$ cat src/rtl/wdt_pkg.sv
`timescale 1ns/1ps
package wdt_pkg;

    typedef enum logic [1:0] {
        ST_OFF    = 2'd0,
        ST_RUN    = 2'd1,
        ST_FROZEN = 2'd2,
        ST_HALT   = 2'd3
    } wdt_state_e;

    // Numerator in eighths of the period at which the clear window opens.
    function automatic logic [2:0] win_eighths(input logic [1:0] sel);
        logic [2:0] k;
        unique case (sel)
            2'b11: k = 3'd6;
            2'b10: k = 3'd5;
            2'b01: k = 3'd4;
            default: k = 3'd2;
        endcase
        return k;
    endfunction

endpackage

$ cat src/rtl/wdt_win_calc.sv
`timescale 1ns/1ps
module wdt_win_calc #(
    parameter int CODE_W = 5,
    parameter int CNT_W  = 31
) (
    input  logic [CODE_W-1:0] n_act,
    input  logic [1:0]        win_sel,
    output logic [CNT_W-1:0]  term_cnt,
    output logic [CNT_W-1:0]  win_thr
);
    import wdt_pkg::*;

    localparam int EXT_W = CNT_W + 4;

    logic [EXT_W-1:0] span;
    logic [EXT_W-1:0] scaled;

    always_comb begin
        span     = EXT_W'(1) << n_act;
        term_cnt = CNT_W'(span - EXT_W'(1));
        scaled   = span * EXT_W'(win_eighths(win_sel));
        win_thr  = CNT_W'(scaled >> 3);
    end

endmodule

$ cat src/rtl/wdt_counter.sv
`timescale 1ns/1ps
module wdt_counter #(
    parameter int CNT_W = 31
) (
    input  logic             clk,
    input  logic             rst_n,
    input  logic             cnt_zero,
    input  logic             cnt_inc,
    output logic [CNT_W-1:0] cnt
);

    always_ff @(posedge clk or negedge rst_n) begin
        if (!rst_n) begin
            cnt <= '0;
        end else if (cnt_zero) begin
            cnt <= '0;
        end else if (cnt_inc) begin
            cnt <= cnt + CNT_W'(1);
        end
    end

endmodule

$ cat src/rtl/wdt_fsm.sv
`timescale 1ns/1ps
module wdt_fsm (
    input  logic                clk,
    input  logic                rst_n,
    input  logic                en,
    input  logic                frz,
    input  logic                tick,
    input  logic                clr,
    input  logic                at_term,
    input  logic                in_win,
    input  logic                win_dis,
    input  logic                rst_en,
    output wdt_pkg::wdt_state_e state,
    output logic                cnt_zero,
    output logic                cnt_inc,
    output logic                latch_code,
    output logic                reset_req,
    output logic                trap_req
);
    import wdt_pkg::*;

    wdt_state_e state_nx;
    logic       fire;

    always_ff @(posedge clk or negedge rst_n) begin
        if (!rst_n) begin
            state <= ST_OFF;
        end else begin
            state <= state_nx;
        end
    end

    always_comb begin
        state_nx   = state;
        cnt_zero   = 1'b0;
        cnt_inc    = 1'b0;
        latch_code = 1'b0;
        fire       = 1'b0;
        unique case (state)
            ST_OFF: begin
                if (en) begin
                    state_nx   = ST_RUN;
                    cnt_zero   = 1'b1;
                    latch_code = 1'b1;
                end
            end
            ST_RUN, ST_FROZEN: begin
                if (!en) begin
                    state_nx = ST_OFF;
                end else if (frz) begin
                    state_nx = ST_FROZEN;
                end else begin
                    state_nx = ST_RUN;
                    if (clr) begin
                        if (win_dis || in_win) begin
                            cnt_zero   = 1'b1;
                            latch_code = 1'b1;
                        end else begin
                            fire = 1'b1;
                        end
                    end else if (tick) begin
                        if (at_term) begin
                            fire = 1'b1;
                        end else begin
                            cnt_inc = 1'b1;
                        end
                    end
                    if (fire) begin
                        if (rst_en) begin
                            state_nx = ST_HALT;
                        end else begin
                            cnt_zero   = 1'b1;
                            latch_code = 1'b1;
                        end
                    end
                end
            end
            ST_HALT: begin
                state_nx = ST_HALT;
            end
            default: state_nx = ST_OFF;
        endcase
    end

    always_ff @(posedge clk or negedge rst_n) begin
        if (!rst_n) begin
            reset_req <= 1'b0;
            trap_req  <= 1'b0;
        end else begin
            reset_req <= fire && rst_en;
            trap_req  <= fire && !rst_en;
        end
    end

endmodule

$ cat src/rtl/wdt_window_top.sv
`timescale 1ns/1ps
module wdt_window_top #(
    parameter int CODE_W = 5,
    parameter int CNT_W  = 31
) (
    input  logic              clk,
    input  logic              rst_n,
    input  logic              tick,
    input  logic              hw_en,
    input  logic              sw_on,
    input  logic              sleep,
    input  logic              prog_busy,
    input  logic              freeze_en,
    input  logic              rst_en,
    input  logic              win_dis,
    input  logic [1:0]        win_sel,
    input  logic [CODE_W-1:0] run_code,
    input  logic [CODE_W-1:0] slp_code,
    input  logic              clr,
    output logic              reset_req,
    output logic              trap_req
);
    import wdt_pkg::*;

    localparam int MAX_N = CNT_W;

    function automatic logic [CODE_W-1:0] eff_code(input logic [CODE_W-1:0] c);
        logic [CODE_W-1:0] r;
        if (c == '0) begin
            r = CODE_W'(1);
        end else if (int'(c) > MAX_N) begin
            r = CODE_W'(MAX_N);
        end else begin
            r = c;
        end
        return r;
    endfunction

    logic              wd_en;
    logic              wd_frz;
    logic [CODE_W-1:0] code_sel;
    logic [CODE_W-1:0] n_act;
    logic [CNT_W-1:0]  cnt;
    logic [CNT_W-1:0]  term_cnt;
    logic [CNT_W-1:0]  win_thr;
    logic              cnt_zero;
    logic              cnt_inc;
    logic              latch_code;
    wdt_state_e        fsm_state;

    assign wd_en    = hw_en || sw_on;
    assign wd_frz   = freeze_en && prog_busy;
    assign code_sel = sleep ? slp_code : run_code;

    always_ff @(posedge clk or negedge rst_n) begin
        if (!rst_n) begin
            n_act <= CODE_W'(1);
        end else if (latch_code) begin
            n_act <= eff_code(code_sel);
        end
    end

    wdt_win_calc #(.CODE_W(CODE_W), .CNT_W(CNT_W)) calc_i (
        .n_act    (n_act),
        .win_sel  (win_sel),
        .term_cnt (term_cnt),
        .win_thr  (win_thr)
    );

    wdt_counter #(.CNT_W(CNT_W)) cnt_i (
        .clk      (clk),
        .rst_n    (rst_n),
        .cnt_zero (cnt_zero),
        .cnt_inc  (cnt_inc),
        .cnt      (cnt)
    );

    wdt_fsm fsm_i (
        .clk        (clk),
        .rst_n      (rst_n),
        .en         (wd_en),
        .frz        (wd_frz),
        .tick       (tick),
        .clr        (clr),
        .at_term    (cnt == term_cnt),
        .in_win     (cnt >= win_thr),
        .win_dis    (win_dis),
        .rst_en     (rst_en),
        .state      (fsm_state),
        .cnt_zero   (cnt_zero),
        .cnt_inc    (cnt_inc),
        .latch_code (latch_code),
        .reset_req  (reset_req),
        .trap_req   (trap_req)
    );

endmodule

$ cat config.mk
export PLATFORM = sky130hd
export DESIGN_NAME = wdt_window_top
export DESIGN_NICKNAME = d
export VERILOG_FILES = /design/src/rtl/wdt_pkg.sv /design/src/rtl/wdt_win_calc.sv /design/src/rtl/wdt_counter.sv /design/src/rtl/wdt_fsm.sv /design/src/rtl/wdt_window_top.sv
export SDC_FILE = /design/constraint.sdc
export NUM_CORES = 1
export LEC_CHECK = 0
export BUFFER_PORTS_ARGS = -buffer_cell sky130_fd_sc_hd__buf_2
export CORE_UTILIZATION = 65
export CTS_CLUSTER_DIAMETER = 120
export CTS_CLUSTER_SIZE = 40
export DETAILED_ROUTE_END_ITERATION = 8
export GPL_TIMING_DRIVEN = 0
export PLACE_DENSITY = 0.89
export SYNTH_ARGS = -nofsm -noshare
export SYNTH_HDL_FRONTEND = slang
export SYNTH_HIERARCHICAL = 1
export SYNTH_SLANG_ARGS = --single-unit
$ cat constraint.sdc
create_clock -name clk -period 8.4 [get_ports clk]
set_input_delay 1.26 -clock clk [delete_from_list [all_inputs] [get_ports clk]]
set_output_delay 1.26 -clock clk [all_outputs]
set_load 0.02 [all_outputs]
==> results.yml <==
status:
  status: "complete, no violations"
die:
  start_util_pct: 67.8
  io_pins: 25
  rows: 37
  die_width_microns: 106
  dieArea_sq_mm: 0.0113
  die_h_microns: 106
  fp.coreArea_sq_mm: 0.0104
logic_synthesis:
  ys_seq_elements: 40
  synth_area_leaders: "dfrtp_1 14%, ha_1 12%, fa_1 8.8%, inv_1 5.6%, nand2_1 5.4%"
  synth_top_area_share_pct: 13.8
  synth_top_cells_by_count: "105 x inv_1, 101 x nand2_1, 79 x nor2_1, 70 x ha_1, 67 x a21oi_1"
  synth_fp_nets: 1075
  synth.distinct_cells: 76
  syn_area_sq_mm: 0.00706
  synth_area_per_cell_sq_um: 7.42
  ys.flop_type: "dfrtp_1"
  yosysTopAreaCell: "dfrtp_1"
  synth_edf_count: 0
  yosysMostFrequentCell: "inv_1"
  postSynth.asyncResetShare_pct: 100
  seq_area_frac_synth_pct: 14.2
  syn_inst: 951
  yosysWarnings: 6
clock_tree:
  htree_levels: 2
  clk_pin_slew_ns: 0.08
  cts_resized: 0
  cts_buffer_depth: 2
  clock_tree.root_cell: "clkbuf_8"
  cts_setup_buffers: 0
  cts_sinks: 40
  numCtsBuffers: 5
  clkLatencyLatePin_ns: 0.30
  hold_buffers: 0
  cts_tree: "done"
timing:
  fin_skew_ns: 0.00491
  maxSlewHeadroom_pct: 39.3
  finalSetupTns_ns: 0
  fmaxAchievable_ghz: 0.124
  layout_setup_ws_ns: 0.342
  worst_pin_slew_ns: 0.910
  setup_viol: 0
  hold_violations: 0
  period_share_pct: 95.9
  fin_crit_ns: 8.06
  holdWs_ns: 0.537
  slew_violations: 0
route:
  totalWireLength_microns: 19300
  wl_per_cell_microns: 17.4
  drc: 0
  viasPerCell: 6.46
  first_pass_iters: 5
  drtIter0Drc: 768
  via_count: 7187
  postRouteAntennaNets: 0
placed_design:
  place_hpwl_microns: 15200
  pre_cts_ws_ns: -0.281
  numPortBuffers: 23
  place.gp.congestion: 0.983
hold_path:
  holdCritPathClass: "reg2reg"
  hold_path_depth: 2
global_routing:
  first_global_vias: 6790
  grt_pass1_wl_microns: 32100
  antenna_found_initial: 0
  grt_start_max_net_pins: 41
  grt_use_total_pct: 35.5
  overflow: 0
power:
  power.density_mw_per_mm2: 191
  power.leakage_nw: 3.43
  ir_worst_vdd_mv: 0.216
worst_setup_path:
  cp_slowest_stage_delay_ns: 0.57
  startpoint_type: "primary input"
  rr_worst_depth: 31
  critPathSlowestCell: "or4_1"
  critPathRequiredTime_ns: 8.63
  path_class: "in2reg"
  cp-end-kind: "flop"
  cp_max_fo: 13
  arrival_ns: 8.29
finish:
  multiInputGateArea_sq_mm: 0.00554
  regArea_sq_mm: 0.00100
  final_nets: 1100
  final_util_pct: 72.2
  layout-drive-gt1-share_pct: 9.21
  num_antenna_cells: 0
  syn2layout_area_growth_pct: 6.59
  n_fill_cell: 851
run:
  maxCapViolCount: 0
==> cell usage in the layout (no fill, tap or decap), types with 5 or more instances in the layout <==
| cell | instances |
|---|---|
| xor2_1 | 37 |
| inv_1 | 105 |
| nor4_1 | 14 |
| clkbuf_8 | 7 |
| a21oi_1 | 66 |
| nand4_1 | 29 |
| fa_1 | 31 |
| ha_1 | 68 |
| and2_1 | 5 |
| or3_1 | 28 |
| nor2b_1 | 9 |
| or2_2 | 10 |
| a21o_1 | 14 |
| or4_1 | 23 |
| dfrtp_1 | 39 |
| nor3_1 | 19 |
| clkbuf_1 | 24 |
| nand2_1 | 101 |
| mux2i_1 | 5 |
| nand3_1 | 26 |
| buf_2 | 28 |
| nor2_2 | 5 |
| nor2_1 | 73 |
| o21a_1 | 6 |
| nand2b_1 | 13 |
| xnor2_1 | 34 |
| o21ai_0 | 46 |
| o31ai_1 | 15 |
==> final timing paths <==
path | start | endpoint | slack (ns)
min in group asynchronous | rst_n | cnt_i/cnt[22] | 1.09
setup / recovery | win_sel[0] | cnt_i/cnt[28] | 0.34
hold reg to reg | n_act[3] | n_act[3] | 0.54
max in group asynchronous | rst_n | n_act[2] | 6.75
setup reg to reg | n_act[1] | cnt_i/cnt[28] | 0.41
hold / removal | n_act[3] | n_act[3] | 0.54
==> cell type report <==
class | instances | area share, %
Multi-Input combinational cell | 762 | 73.7
Sequential cell | 40 | 13.3
Inverter | 105 | 5.24
Buffer | 39 | 2.51
Tap cell | 136 | 2.26
Timing Repair Buffer | 23 | 1.53
Clock buffer | 5 | 0.915
Clock inverter | 3 | 0.565
==> report_power, final <==
part           leakage [nW]  switching (mW)  internal, mW  total [mW]
Combinational          2.83           0.699         0.340        1.04
Sequential            0.540          0.0207         0.214       0.235
Clock                0.0541          0.0729        0.0879       0.161
Total                  3.43           0.793         0.643        1.44
==> flip-flops by register name (all words and copies together) (netlist names) <==
| name | cells |
|---|---|
| cnt_i/cnt | 31 |
| fsm_i/reset_req | 1 |
| fsm_i/state | 2 |
| fsm_i/trap_req | 1 |
| n_act | 5 |
==> routing by layer <==
metal,global-route usage (%),vias to the layer above,routed length (microns)
met5,0,-,0
met4,13.4,0,607
met3,4.11,48,1490
met2,59.2,369,9080
met1,47.2,3405,8150
li1,-,3365,-
==> cell families (layout without fill, tap and decap cells) <==
kind of cell / after synthesis / count (layout) / synth area share (%)
compound gates: 202 / 202 / 18.6
xor+xnor: 71 / 71 / 8.81
fa+ha+maj: 101 / 101 / 21.2
buf+inv: 149 / 175 / 8.44
flops: 40 / 40 / 14.2
mux: 7 / 7 / 1.03
other cells: 1 / 1 / 0.0531
simple gates: 380 / 380 / 27.6
==> stage by stage <==
| step | cell area, sq um | power, mW | std cells |
|---|---|---|---|
| 6_report | 7520 | 1.44 | 1113 |
| 5_1_grt | 7520 | 1.55 | 1113 |
| 4_1_cts | 7460 | 1.38 | 1118 |
| 3_5_place_dp | 7340 | 1.22 | 1110 |
| 3_3_place_gp | 7340 | 1.19 | 1110 |
| 2_1_floorplan | 7060 | 0.969 | 951 |
==> critical path, delay by kind of cell <==
family	cells	cell delay, ns
AOI/OAI and AO/OA	10	2.28
and+or+nand+nor	8	2.22
xor gates and xnor gates	1	0.17
adders and majority gates	4	1.45
buffers and inverters	7	0.89
(Power assumes the default switching activity.)
